[src/rtl/tmr_evgen_pkg.sv]
package tmr_evgen_pkg;
    typedef enum logic [1:0] {
        CNT_UP     = 2'd0,
        CNT_DOWN   = 2'd1,
        CNT_CENTER = 2'd2
    } cnt_mode_e;

    // strobe word bit positions
    localparam int EV_UPD = 0;
    localparam int EV_CC1 = 1;
    localparam int EV_COM = 5;
    localparam int EV_BRK = 7;

    // status word bit positions
    localparam int ST_UIF   = 0;
    localparam int ST_CC1IF = 1;
    localparam int ST_COMIF = 5;
    localparam int ST_BRKIF = 7;
    localparam int ST_CC1OF = 9;
endpackage

[src/rtl/tmr_evgen_psc.sv]
module tmr_evgen_psc #(
    parameter int PW = 16
) (
    input  logic          clk_i,
    input  logic          rst_ni,
    input  logic          en_i,
    input  logic          clr_i,
    input  logic [PW-1:0] div_i,
    output logic          tick_o
);
    logic [PW-1:0] phase_d, phase_q;

    always_comb begin
        phase_d = phase_q;
        tick_o  = 1'b0;
        if (clr_i) begin
            phase_d = '0;
        end else if (en_i) begin
            if (phase_q >= div_i) begin
                phase_d = '0;
                tick_o  = 1'b1;
            end else begin
                phase_d = phase_q + 1'b1;
            end
        end
    end

    always_ff @(posedge clk_i or negedge rst_ni) begin
        if (!rst_ni) phase_q <= '0;
        else         phase_q <= phase_d;
    end

    // a phase clear always restarts from zero
    a_r4_phase_restart: assert property (@(posedge clk_i) disable iff (!rst_ni)
        clr_i |=> (phase_q == '0));
endmodule

[src/rtl/tmr_evgen_cnt.sv]
module tmr_evgen_cnt
    import tmr_evgen_pkg::*;
#(
    parameter int CW = 16
) (
    input  logic          clk_i,
    input  logic          rst_ni,
    input  logic          tick_i,
    input  logic          force_i,
    input  logic [1:0]    mode_i,
    input  logic [CW-1:0] arr_i,
    output logic [CW-1:0] cnt_o,
    output logic          upd_o
);
    typedef struct packed {
        logic [CW-1:0] cnt;
        logic          down;
    } cnt_st_t;

    cnt_st_t   st_d, st_q;
    cnt_mode_e mode;

    assign mode  = cnt_mode_e'(mode_i);
    assign cnt_o = st_q.cnt;

    always_comb begin
        st_d  = st_q;
        upd_o = 1'b0;
        if (force_i) begin
            upd_o     = 1'b1;
            st_d.down = 1'b0;
            st_d.cnt  = (mode == CNT_DOWN) ? arr_i : '0;
        end else if (tick_i) begin
            case (mode)
                CNT_DOWN: begin
                    if (st_q.cnt == '0) begin
                        st_d.cnt = arr_i;
                        upd_o    = 1'b1;
                    end else begin
                        st_d.cnt = st_q.cnt - 1'b1;
                    end
                end
                CNT_CENTER: begin
                    if (!st_q.down) begin
                        if (st_q.cnt >= arr_i) begin
                            st_d.cnt  = (arr_i == '0) ? '0 : arr_i - 1'b1;
                            st_d.down = 1'b1;
                            upd_o     = 1'b1;
                        end else begin
                            st_d.cnt = st_q.cnt + 1'b1;
                        end
                    end else begin
                        if (st_q.cnt == '0) begin
                            st_d.cnt  = (arr_i == '0) ? '0 : {{(CW-1){1'b0}}, 1'b1};
                            st_d.down = 1'b0;
                            upd_o     = 1'b1;
                        end else begin
                            st_d.cnt = st_q.cnt - 1'b1;
                        end
                    end
                end
                default: begin
                    if (st_q.cnt >= arr_i) begin
                        st_d.cnt = '0;
                        upd_o    = 1'b1;
                    end else begin
                        st_d.cnt = st_q.cnt + 1'b1;
                    end
                end
            endcase
        end
    end

    always_ff @(posedge clk_i or negedge rst_ni) begin
        if (!rst_ni) st_q <= '0;
        else         st_q <= st_d;
    end

    // forced update in down mode reloads
    a_r3_down_reload: assert property (@(posedge clk_i) disable iff (!rst_ni)
        (force_i && mode == CNT_DOWN) |=> (st_q.cnt == $past(arr_i)));

    // plain up step
    a_r7_up_step: assert property (@(posedge clk_i) disable iff (!rst_ni)
        (!force_i && tick_i && mode == CNT_UP && st_q.cnt < arr_i)
        |=> (st_q.cnt == CW'($past(st_q.cnt) + 1'b1)));
endmodule

[src/rtl/tmr_evgen_cc1.sv]
module tmr_evgen_cc1 #(
    parameter int CW = 16
) (
    input  logic          clk_i,
    input  logic          rst_ni,
    input  logic          fire_i,
    input  logic          in_mode_i,
    input  logic [CW-1:0] cnt_i,
    input  logic          wr_i,
    input  logic [CW-1:0] wdata_i,
    input  logic          clr_if_i,
    input  logic          clr_of_i,
    output logic [CW-1:0] ccr_o,
    output logic          if_o,
    output logic          of_o
);
    typedef struct packed {
        logic [CW-1:0] ccr;
        logic          flag;
        logic          ovr;
    } cc_st_t;

    cc_st_t st_d, st_q;

    assign ccr_o = st_q.ccr;
    assign if_o  = st_q.flag;
    assign of_o  = st_q.ovr;

    always_comb begin
        st_d = st_q;
        if (wr_i)     st_d.ccr  = wdata_i;
        if (clr_if_i) st_d.flag = 1'b0;
        if (clr_of_i) st_d.ovr  = 1'b0;
        if (fire_i) begin
            st_d.flag = 1'b1;
            if (in_mode_i) begin
                st_d.ccr = cnt_i;
                if (st_q.flag) st_d.ovr = 1'b1;
            end
        end
    end

    always_ff @(posedge clk_i or negedge rst_ni) begin
        if (!rst_ni) st_q <= '0;
        else         st_q <= st_d;
    end

    // capture takes the counter value
    a_r8_capture_value: assert property (@(posedge clk_i) disable iff (!rst_ni)
        (fire_i && in_mode_i) |=> (st_q.ccr == $past(cnt_i)));

    // capture on a pending flag marks overcapture
    a_r9_overcapture: assert property (@(posedge clk_i) disable iff (!rst_ni)
        (fire_i && in_mode_i && st_q.flag) |=> st_q.ovr);

    // output-mode event leaves the compare register alone
    a_r10_ccr_kept: assert property (@(posedge clk_i) disable iff (!rst_ni)
        (fire_i && !in_mode_i && !wr_i) |=> $stable(st_q.ccr));
endmodule

[src/rtl/tmr_evgen_top.sv]
module tmr_evgen_top
    import tmr_evgen_pkg::*;
#(
    parameter int CW = 16,
    parameter int PW = 16,
    parameter int RW = 16
) (
    input  logic          clk_i,
    input  logic          rst_ni,
    input  logic          cnt_en_i,
    input  logic [PW-1:0] psc_div_i,
    input  logic [CW-1:0] arr_i,
    input  logic [1:0]    cnt_mode_i,
    input  logic          cc1_in_mode_i,
    input  logic          ccr_wr_i,
    input  logic [CW-1:0] ccr_wdata_i,
    input  logic          evg_wr_i,
    input  logic [RW-1:0] evg_wdata_i,
    input  logic          sts_wr_i,
    input  logic [RW-1:0] sts_wdata_i,
    input  logic          uie_i,
    input  logic          cc1_ie_i,
    input  logic          cc1_de_i,
    output logic [CW-1:0] cnt_o,
    output logic [CW-1:0] ccr_o,
    output logic [RW-1:0] sts_o,
    output logic          upd_irq_o,
    output logic          cc1_irq_o,
    output logic          cc1_dma_o,
    output logic          upd_evt_o,
    output logic          cc1_evt_o,
    output logic          com_evt_o,
    output logic          brk_evt_o
);
    typedef struct packed {
        logic uif;
        logic comif;
        logic brkif;
        logic p_upd;
        logic p_cc1;
        logic p_com;
        logic p_brk;
    } top_st_t;

    top_st_t st_d, st_q;

    logic f_upd, f_cc1, f_com, f_brk;
    logic tick, upd_any;
    logic cc1_if, cc1_of;
    logic unused_rsvd;

    assign f_upd = evg_wr_i & evg_wdata_i[EV_UPD];
    assign f_cc1 = evg_wr_i & evg_wdata_i[EV_CC1];
    assign f_com = evg_wr_i & evg_wdata_i[EV_COM];
    assign f_brk = evg_wr_i & evg_wdata_i[EV_BRK];

    assign unused_rsvd = ^{evg_wdata_i[RW-1:8], evg_wdata_i[6], evg_wdata_i[4:2],
                           sts_wdata_i[RW-1:10], sts_wdata_i[8], sts_wdata_i[6],
                           sts_wdata_i[4:2]};

    tmr_evgen_psc #(.PW(PW)) u_psc (
        .clk_i  (clk_i),
        .rst_ni (rst_ni),
        .en_i   (cnt_en_i),
        .clr_i  (f_upd),
        .div_i  (psc_div_i),
        .tick_o (tick)
    );

    tmr_evgen_cnt #(.CW(CW)) u_cnt (
        .clk_i   (clk_i),
        .rst_ni  (rst_ni),
        .tick_i  (tick),
        .force_i (f_upd),
        .mode_i  (cnt_mode_i),
        .arr_i   (arr_i),
        .cnt_o   (cnt_o),
        .upd_o   (upd_any)
    );

    tmr_evgen_cc1 #(.CW(CW)) u_cc1 (
        .clk_i     (clk_i),
        .rst_ni    (rst_ni),
        .fire_i    (f_cc1),
        .in_mode_i (cc1_in_mode_i),
        .cnt_i     (cnt_o),
        .wr_i      (ccr_wr_i),
        .wdata_i   (ccr_wdata_i),
        .clr_if_i  (sts_wr_i & ~sts_wdata_i[ST_CC1IF]),
        .clr_of_i  (sts_wr_i & ~sts_wdata_i[ST_CC1OF]),
        .ccr_o     (ccr_o),
        .if_o      (cc1_if),
        .of_o      (cc1_of)
    );

    always_comb begin
        st_d       = st_q;
        st_d.p_upd = upd_any;
        st_d.p_cc1 = f_cc1;
        st_d.p_com = f_com;
        st_d.p_brk = f_brk;
        if (sts_wr_i && !sts_wdata_i[ST_UIF])   st_d.uif   = 1'b0;
        if (sts_wr_i && !sts_wdata_i[ST_COMIF]) st_d.comif = 1'b0;
        if (sts_wr_i && !sts_wdata_i[ST_BRKIF]) st_d.brkif = 1'b0;
        if (upd_any) st_d.uif   = 1'b1;
        if (f_com)   st_d.comif = 1'b1;
        if (f_brk)   st_d.brkif = 1'b1;
    end

    always_ff @(posedge clk_i or negedge rst_ni) begin
        if (!rst_ni) st_q <= '0;
        else         st_q <= st_d;
    end

    always_comb begin
        sts_o           = '0;
        sts_o[ST_UIF]   = st_q.uif;
        sts_o[ST_CC1IF] = cc1_if;
        sts_o[ST_COMIF] = st_q.comif;
        sts_o[ST_BRKIF] = st_q.brkif;
        sts_o[ST_CC1OF] = cc1_of;
    end

    assign upd_evt_o = st_q.p_upd;
    assign cc1_evt_o = st_q.p_cc1;
    assign com_evt_o = st_q.p_com;
    assign brk_evt_o = st_q.p_brk;
    assign upd_irq_o = st_q.uif & uie_i;
    assign cc1_irq_o = cc1_if & cc1_ie_i;
    assign cc1_dma_o = cc1_if & cc1_de_i;

    // forced update is followed by an update pulse
    a_r1_upd_follows_write: assert property (@(posedge clk_i) disable iff (!rst_ni)
        f_upd |=> upd_evt_o);

    // an update pulse always has its flag raised
    a_r5_flag_with_pulse: assert property (@(posedge clk_i) disable iff (!rst_ni)
        upd_evt_o |-> sts_o[ST_UIF]);

    // control update pulse follows its strobe and nothing else
    a_r12_com_pulse: assert property (@(posedge clk_i) disable iff (!rst_ni)
        f_com |=> (com_evt_o && sts_o[ST_COMIF]));
    a_r12_com_quiet: assert property (@(posedge clk_i) disable iff (!rst_ni)
        !f_com |=> !com_evt_o);
endmodule

[config.mk]
export PLATFORM = sky130hd
export DESIGN_NAME = tmr_evgen_top
export DESIGN_NICKNAME = d
export VERILOG_FILES = /design/src/rtl/tmr_evgen_pkg.sv /design/src/rtl/tmr_evgen_psc.sv /design/src/rtl/tmr_evgen_cnt.sv /design/src/rtl/tmr_evgen_cc1.sv /design/src/rtl/tmr_evgen_top.sv
export SDC_FILE = /design/constraint.sdc
export NUM_CORES = 1
export LEC_CHECK = 0
export ABC_CLOCK_PERIOD_IN_PS = 3500
export BUFFER_PORTS_ARGS = -buffer_cell sky130_fd_sc_hd__buf_2
export CAP_MARGIN = 20
export CORE_ASPECT_RATIO = 0.6
export CORE_MARGIN = 1.5
export CORE_UTILIZATION = 40
export DETAILED_ROUTE_END_ITERATION = 6
export SLEW_MARGIN = 20
export SYNTH_ARGS = -nofsm -noshare
export SYNTH_HDL_FRONTEND = slang
export SYNTH_SLANG_ARGS = --single-unit
[constraint.sdc]
create_clock -name clk_i -period 3.5 [get_ports clk_i]
set_input_delay 0.7 -clock clk_i [delete_from_list [all_inputs] [get_ports clk_i]]
set_output_delay 0.7 -clock clk_i [all_outputs]
set_load 0.02 [all_outputs]
==> results of run 1 <==
==> sequential cells by signal, summed over array words and instances (netlist names) <==
signal	count
sts_o	3
u_cnt.st_q	1
brk_evt_o	1
u_psc.phase_q	16
cc1_evt_o	1
u_cc1.of_o	1
u_cc1.ccr_o	16
u_cc1.if_o	1
u_cnt.cnt_o	16
upd_evt_o	1
com_evt_o	1
==> how the worst min path moves through the flow <==
stage	start	end	slack (ps)	cells after the start
global route	rst_ni	u_cc1.of_o$_DFF_PN0_	400	1
global placement	sts_o[7]$_DFFE_PN0P_	sts_o[7]$_DFFE_PN0P_	460	1
detailed placement	sts_o[5]$_DFFE_PN0P_	sts_o[5]$_DFFE_PN0P_	470	1
finish	rst_ni	brk_evt_o$_DFF_PN0_	360	1
CTS	rst_ni	sts_o[7]$_DFFE_PN0P_	380	1
floorplan	rst_ni	brk_evt_o$_DFF_PN0_	400	0
==> area by class of cell <==
cell class / instances / area, um^2 / area share (%)
repair buffers: 159 / 938 / 14.1
flip-flops and latches: 58 / 1450 / 21.9
multi-input cells: 519 / 3560 / 53.7
clock inverters: 5 / 55.1 / 0.830
inverters: 47 / 176 / 2.66
well taps: 175 / 219 / 3.30
clock buffers: 11 / 233 / 3.51
==> through the flow <==
stage	std cells	setup WS, ps	cell area (um^2)	hold slack (ps)
after floorplan	697	373	5590	404
after global placement	958	243	6340	458
after detailed placement	958	179	6340	467
after CTS	974	514	6630	382
after global routing	974	325	6630	402
final	974	497	6630	364
==> critical path: stages <==
cell	delay [ps]
buf_2	140
inv_1	80
ha_1	280
nand4_1	130
or3_4	460
nor4_2	420
nor3_1	100
buf_4	220
a221oi_1	300
a2bb2oi_1	270
o21ai_1	100
==> cells in the final DEF, fill, tap and decap left out, types with 5 or more instances in the layout <==
master,Yosys,layout
a22oi_1,14,14
mux2i_1,23,23
o211ai_1,5,5
o31ai_1,10,10
xnor2_1,25,25
xor2_1,12,12
nor2_1,37,36
inv_1,47,47
nand4_1,12,12
buf_2,3,112
o21ai_0,45,45
conb_1,1,11
nand2_1,54,54
clkbuf_16,0,9
nand3_1,26,26
buf_4,29,45
a21oi_1,36,36
nor3_1,20,20
dfrtp_1,58,58
ha_1,40,40
a31oi_1,6,6
and2_1,7,7
nand2b_1,10,10
or3_1,5,5
a211oi_1,12,12
a21o_1,13,13
and3_1,9,9
nor4_1,8,8
a22o_1,10,10
==> power breakdown <==
part	total, mW	switching [mW]	internal [mW]
combinational	1.69	1.03	0.662
sequential	0.917	0.141	0.776
clock	0.866	0.318	0.548
==> Yosys cell counts (13+ instances only) <==
library cell,instances,area (um^2)
clkbuf_1,38,143
dfrtp_1,58,1450
nand3_1,26,130
mux2i_1,23,230
a21oi_1,36,180
a21o_1,13,97.6
inv_1,47,176
a22oi_1,14,105
xnor2_1,25,219
o21ai_0,45,225
nand2_1,54,203
nor3_1,20,100
nor2_1,37,139
ha_1,40,500
buf_4,29,218
==> routing by layer <==
metal,global-route usage (%),routed length [um],vias to the layer above
met3,7.98,2160,30
met5,0,0,-
met1,38.1,8940,2781
li1,-,-,2684
met2,37.7,7570,325
met4,5.69,240,0
==> kinds of logic after synthesis <==
group,count (synthesis)
simple gates,209
buf+inv,120
compound gates,198
other cells,1
xor+xnor,37
mux,24
flops,58
fa+ha+maj,40
==> results.json, run 1 <==
{
  "critPathRequiredTime_ps": 3710,
  "root_buffer": "clkbuf_16",
  "nets": 926,
  "status": "completed",
  "netlist_area_um2": 5550,
  "max_freq_mhz": 333,
  "hold_buffers": 0,
  "htreeDepth": 3,
  "yosys.area_share.xor_xnor_pct": 5.84,
  "finalSetupTns_ps": 0,
  "setup_viol": 0,
  "first_pass_iters": 5,
  "fin_worst_skew_ps": 4.43,
  "drtIter0Drc": 460,
  "insertion_delay_ps": 330,
  "p_total_mw": 3.48,
  "final_util_pct": 48.8,
  "peakVddDrop_mv": 0.287,
  "crit_end": "u_cnt.cnt_o[1]$_DFFE_PN0P_",
  "async_reset_ff_share_pct": 100,
  "die_y_um": 94.2,
  "clk_path_buf_depth": 2,
  "ios": 147,
  "dieWidth_um": 155,
  "cellPowerDensity_nw_per_um2": 524,
  "via_per_inst": 5.98,
  "antenna_found_initial": 0,
  "cap_violations": 0,
  "synthFlopType": "dfrtp_1",
  "ctsResizeCount": 0,
  "drv_slew": 0,
  "critPathMaxFanout": 14,
  "cp-start-kind": "primary input",
  "cp-end-kind": "flip-flop",
  "hp-class": "primary input to async pin",
  "vias": 5820,
  "ys_ff_latch": 58,
  "post_cts_buffers": 0,
  "path_class": "primary input to flip-flop",
  "synthCells": 687,
  "yosysWarnings": 0,
  "power.leakage_nw": 3.16,
  "hpwl_um": 14600,
  "cts_tree": "yes",
  "rr_worst_depth": 10,
  "drive_gt1_share_pct": 24.2,
  "clock-sinks": 58,
  "grt_pass1_wl_um": 29400,
  "synth_seq_area_share_pct": 26.2,
  "clk_pin_slew_ps": 50,
  "grt_max_degree": 34,
  "ant_nets": 0,
  "synth_compound_area_share_pct": 24.5,
  "synth-simple-area-share_pct": 19.6,
  "syn_area_per_cell_um2": 8.08,
  "synth_edf_count": 0,
  "grt_setup_unrepaired": "no",
  "cp.arrival_ps": 3210,
  "worstReg2RegEnd": "u_cnt.cnt_o[5]$_DFFE_PN0P_",
  "tightest_slew_ps": 766,
  "core_um2": 13600,
  "period_share_pct": 85.8,
  "r2r-start": "u_cnt.cnt_o[0]$_DFFE_PN0P_",
  "period_minus_slack_ps": 3000,
  "areaGrowthSynthToFinish_pct": 19.5,
  "synth_mux_area_share_pct": 4.35,
  "remaining_drc_errors": 0,
  "die_area_um2": 14600,
  "std_cell_rows": 33,
  "drt-total-wl_um": 18900,
  "yosysUniqueCellTypes": 70,
  "place_congestion": 0.967,
  "numCtsBuffers": 9,
  "port_buffers": 112,
  "detail_route.wl_per_cell_um": 19.4,
  "relSlewSlack_pct": 48.8,
  "final_hold_viol_count": 0,
  "synth_top_family_by_area": "compound AO/OA/AOI/OAI gates",
  "crit_path_start": "arr_i[12]",
  "synth-adder-area-share_pct": 9.02,
  "grt_usage_pct": 26.3,
  "reg2reg_slack_ps": 600,
  "overflow": 0,
  "diodes": 0,
  "final.fill_count": 1379,
  "initial_core_util_pct": 40.8,
  "first_global_vias": 5532
}
Power figures use the tool's default switching activity.
==> run 2: changes to the inputs <==
--- a/constraint.sdc
+++ b/constraint.sdc
@@ -3,2 +3,2 @@
 set_output_delay 0.7 -clock clk_i [all_outputs]
-set_load 0.02 [all_outputs]
+set_load 0.05 [all_outputs]
==> results.json, run 2 (synthesis gave the netlist of run 1 again) <==
{
  "power.leakage_nw": 3.19,
  "grt_setup_unrepaired": "no",
  "ios": 147,
  "status": "completed",
  "hpwl_um": 14800,
  "hp-class": "primary input to async pin",
  "remaining_drc_errors": 0,
  "place_congestion": 0.980,
  "grt_max_degree": 34,
  "ant_nets": 0,
  "clk_path_buf_depth": 2,
  "final_hold_viol_count": 0,
  "max_freq_mhz": 333,
  "fin_worst_skew_ps": 5.71,
  "die_area_um2": 14600,
  "first_pass_iters": 6,
  "top_layer": "met4",
  "root_buffer": "clkbuf_16",
  "period_minus_slack_ps": 3010,
  "clk_pin_slew_ps": 60,
  "initial_core_util_pct": 40.8,
  "grt_usage_pct": 27.1,
  "cp.arrival_ps": 3220,
  "relSlewSlack_pct": 47.6,
  "critPathMaxFanout": 14,
  "post_cts_buffers": 0,
  "peakVddDrop_mv": 0.388,
  "numCtsBuffers": 9,
  "wl_met3_um": 2140,
  "cts_tree": "yes",
  "drt-total-wl_um": 19300,
  "finalSetupTns_ps": 0,
  "vias": 5818,
  "instances_no_fill": 974,
  "hold_buffers": 0,
  "drive_gt1_share_pct": 24.3,
  "drtIter0Drc": 550,
  "std_cell_rows": 33,
  "port_buffers": 112,
  "path_class": "primary input to flip-flop",
  "clock-sinks": 58,
  "met1_length_um": 9160,
  "critPathRequiredTime_ps": 3710,
  "diodes": 0,
  "dieWidth_um": 155,
  "period_share_pct": 85.9,
  "tightest_slew_ps": 785,
  "cp-end-kind": "flip-flop",
  "final_cell_mix": "buf_2, dfrtp_1, nand2_1, inv_1, buf_4",
  "insertion_delay_ps": 340,
  "htreeDepth": 3,
  "cp-start-kind": "primary input",
  "drv_slew": 0,
  "cap_violations": 0,
  "placedCellCount": 958,
  "detail_route.wl_per_cell_um": 19.8,
  "die_y_um": 94.2,
  "core_um2": 13600,
  "p_total_mw": 3.84,
  "via_per_inst": 5.97,
  "overflow": 0,
  "first_global_vias": 5497,
  "nets": 926,
  "areaGrowthSynthToFinish_pct": 20.1,
  "cellPowerDensity_nw_per_um2": 576,
  "wl_met2_um": 7730,
  "antenna_found_initial": 0,
  "final_common_cell": "buf_2",
  "grt_pass1_wl_um": 30200,
  "ctsResizeCount": 0,
  "setup_viol": 0
}
==> run 2: cell types whose count changed in the layout (fill, tap and decap cells not counted), sizes merged <==
cell	delta
bufinv	+1
clkbuf	+1
clkinvlp	-2
==> run 2: worst paths after layout <==
kind | startpoint | to | slack [ps] | cells after the start
worst max-delay path | arr_i[15] | u_cnt.cnt_o[1]$_DFFE_PN0P_ | 490 | 11
worst min-delay path | rst_ni | brk_evt_o$_DFF_PN0_ | 340 | 1
worst max register to register | u_cnt.cnt_o[8]$_DFFE_PN0P_ | u_cnt.cnt_o[15]$_DFFE_PN0P_ | 510 | 8
worst min register to register | sts_o[7]$_DFFE_PN0P_ | sts_o[7]$_DFFE_PN0P_ | 480 | 1
max in group asynchronous | rst_ni | u_cnt.cnt_o[13]$_DFFE_PN0P_ | 2380 | 2
min in group clk_i | sts_o[7]$_DFFE_PN0P_ | sts_o[7]$_DFFE_PN0P_ | 480 | 1
==> run 2: cell type report <==
type	count	area, um^2
well taps	175	219
multi-input cells	519	3560
flip-flops and latches	58	1450
clock inverters	4	73.8
clock buffers	12	256
repair buffers	159	926
fillers	1342	6920
inverters	47	176
==> run 2: metrics by stage <==
step / area [um^2] / hold slack [ps] / worst slack [ps] / utilization, %
finish: 6660 / 344 / 493 / 49.0
CTS: 6660 / 367 / 517 / 49.0
floorplan: 5590 / 404 / 373 / -
global route: 6660 / 399 / 318 / 49.0
global placement: 6330 / 455 / 247 / 46.6
detailed placement: 6330 / 469 / 188 / 46.6
==> run 2: metal layers <==
metal  track usage (%)  up-vias
li1                  -     2684
met1              39.8     2745
met2              38.9      352
met3              7.61       37
met4              5.61        0
met5                 0        -
==> run 2: critical path: stages <==
cell and delay (ps):
buf_2 90, inv_1 60, ha_1 330, nand4_1 140, or3_4 460, nor4_2 410, nor3_1 100, buf_4 230
a221oi_1 300, a2bb2oi_1 280, o21ai_1 100
==> run 2: power breakdown <==
group          switching (mW)  internal, mW  total [mW]
Sequential              0.141         0.776       0.917
Clock                   0.332         0.662       0.994
Combinational            1.26         0.660        1.93
==> run 3: changes to the inputs <==
Settings changed: ABC_AREA set to 1.
==> results.json, run 3 <==
{
  "antenna_found_initial": 0,
  "insertion_delay_ps": 340,
  "seq_area_um2": 1450,
  "initial_core_util_pct": 40.8,
  "place_congestion": 0.964,
  "syn_area_per_cell_um2": 6.57,
  "synth_most_common_cell": "nand2_1",
  "max_stage_delay_ps": 710,
  "switching_share_pct": 48.3,
  "cp.arrival_ps": 2780,
  "multi_input_area_um2": 3910,
  "cp-end-kind": "flip-flop",
  "grt_setup_unrepaired": "no",
  "grt_pass1_wl_um": 31300,
  "final_hold_viol_count": 0,
  "std_cell_rows": 35,
  "grt_usage_pct": 24.8,
  "final_common_cell": "nand2_1",
  "synthCells": 950,
  "overflow": 0,
  "pwr-share-seq_pct": 24.0,
  "crit_buf_inv": 2,
  "finalSetupTns_ps": 0,
  "path_cells": "ha_1 -> nand2_1 -> inv_1 -> nand2_1 -> nor2_1 -> nor2_1 -> nand2_1 -> nand2_2 -> nand2_4 -> inv_2 -> nand2_1 -> nand2_1 -> nand2_1 -> nand2_1 -> nand2_1 -> nand2_1 -> nand2_1",
  "areaGrowthSynthToFinish_pct": 12.7,
  "critPathRequiredTime_ps": 3720,
  "cellPowerDensity_nw_per_um2": 513,
  "final.fill_count": 1626,
  "ctsResizeCount": 0,
  "instances_no_fill": 1244,
  "yosysWarnings": 0,
  "critPathMaxFanout": 22,
  "p_total_mw": 3.61,
  "yosys.area.top_type": "dfrtp_1",
  "final_cell_mix": "nand2_1, nor2_1, buf_2, inv_1, a21oi_1",
  "yosysUniqueCellTypes": 43,
  "clk_path_buf_depth": 2,
  "p_clk_share_pct": 25.2,
  "drtIter0Drc": 543,
  "nets": 1168,
  "drv_slew": 0,
  "core_um2": 15300,
  "r2r-start": "u_cnt.cnt_o[4]$_DFFE_PN0P_",
  "rr_worst_depth": 17,
  "synth_top_area_share_pct": 23.3,
  "peakVddDrop_mv": 0.224,
  "port_buffers": 112,
  "intPower_mw": 1.87,
  "numCtsBuffers": 9,
  "ys_ff_latch": 58,
  "relSlewSlack_pct": 52.5,
  "cts_tree": "yes",
  "hpwl_um": 15300,
  "reg2reg_slack_ps": 940,
  "period_minus_slack_ps": 2560,
  "drive_gt1_share_pct": 20.3,
  "synth_seq_area_share_pct": 23.3,
  "clock-sinks": 58,
  "path_class": "flip-flop to flip-flop",
  "synthFlopType": "dfrtp_1",
  "cpMostUsedCell": "nand2_1",
  "status": "completed",
  "grt_max_degree": 40,
  "critPathSlowestCell": "dfrtp_1",
  "diodes": 0,
  "critical_path.top_delay_family": "simple AND/OR/NAND/NOR gates",
  "tightest_slew_ps": 712,
  "setup_viol": 0,
  "synth_edf_count": 0,
  "clk_pin_slew_ps": 70,
  "period_share_pct": 73.1,
  "drt-total-wl_um": 19800,
  "fin_worst_skew_ps": 14.8,
  "dieWidth_um": 164,
  "remaining_drc_errors": 0,
  "via_per_inst": 5.08,
  "die_y_um": 99.8,
  "synth_area_leaders": "dfrtp_1, nand2_1, ha_1",
  "async_reset_ff_share_pct": 100,
  "p_sw_mw": 1.75,
  "detail_route.wl_per_cell_um": 15.9,
  "comb_power_share_pct": 50.8,
  "first_global_vias": 5609,
  "first_pass_iters": 5,
  "placedCellCount": 1228,
  "hp-class": "primary input to async pin",
  "ant_nets": 0,
  "root_buffer": "clkbuf_16",
  "cap_violations": 0,
  "htreeDepth": 3,
  "cp-start-kind": "flip-flop",
  "post_cts_buffers": 0,
  "synth_common_cells": "nand2_1, nor2_1, inv_1",
  "worstReg2RegEnd": "sts_o[0]$_DFFE_PN0P_",
  "netlist_area_um2": 6240,
  "hold_buffers": 0,
  "ios": 147,
  "power.leakage_nw": 3.74,
  "vias": 6321,
  "die_area_um2": 16400,
  "max_freq_mhz": 391
}
run 3: logic make-up (layout without fill, tap and decap cells):
family,Yosys count,count (layout),share of synthesized area (%)
DFF,58,58,23.3
other,1,11,0.0601
adders and majority gates,40,40,8.02
and+or+nand+nor,486,486,34.3
muxes,16,16,2.57
AOI/OAI and AO/OA,150,150,13.2
buffers and inverters,171,252,14.7
xor gates and xnor gates,28,28,3.93
run 3: worst max-delay path by stage:
stage	slack, ps	cells after the start	endpoint	from
2_1_floorplan	1280	14	u_cnt.cnt_o[9]$_DFFE_PN0P_	arr_i[11]
3_3_place_gp	680	15	sts_o[0]$_DFFE_PN0P_	arr_i[11]
3_5_place_dp	650	15	sts_o[0]$_DFFE_PN0P_	arr_i[11]
4_1_cts	960	17	sts_o[0]$_DFFE_PN0P_	u_cnt.cnt_o[4]$_DFFE_PN0P_
5_1_grt	710	17	sts_o[0]$_DFFE_PN0P_	u_cnt.cnt_o[4]$_DFFE_PN0P_
6_report	940	17	sts_o[0]$_DFFE_PN0P_	u_cnt.cnt_o[4]$_DFFE_PN0P_
run 3: routing by layer:
metal | up-vias | track usage (%) | part of all wire (%)
met3 | 15 | 4.46 | 9.4
met5 | - | 0 | 0
li1 | 3202 | - | -
met1 | 2868 | 40.6 | 52
met2 | 236 | 33.2 | 38
met4 | 0 | 3.64 | 0.78
run 3: cell type report:
| type | instances | share of cell area, % |
|---|---|---|
| inverters | 100 | 5.34 |
| clock buffers | 9 | 3.20 |
| repair buffers | 136 | 10.5 |
| well taps | 203 | 3.61 |
| flip-flops and latches | 58 | 20.6 |
| clock inverters | 7 | 1.10 |
| multi-input cells | 731 | 55.6 |
run 3: power by group through the flow:
stage	Clock, mW	Sequential, mW	Combinational [mW]
after floorplan	0	0.995	1.33
after global placement	0	0.881	1.79
after detailed placement	0	0.879	1.81
after CTS	0.927	0.869	1.82
after global routing	0.950	0.885	2.01
final	0.910	0.868	1.83
run 3: per-stage QoR:
stage          cell area [um^2]  hold slack, ps  util, %  worst slack (ps)
3_5_place_dp               6730             494     44.1               648
4_1_cts                    7040             308     46.0               958
2_1_floorplan              6280             404        -              1280
6_report                   7040             300     46.0               942
5_1_grt                    7040             333     46.0               711
3_3_place_gp               6730             496     44.1               677
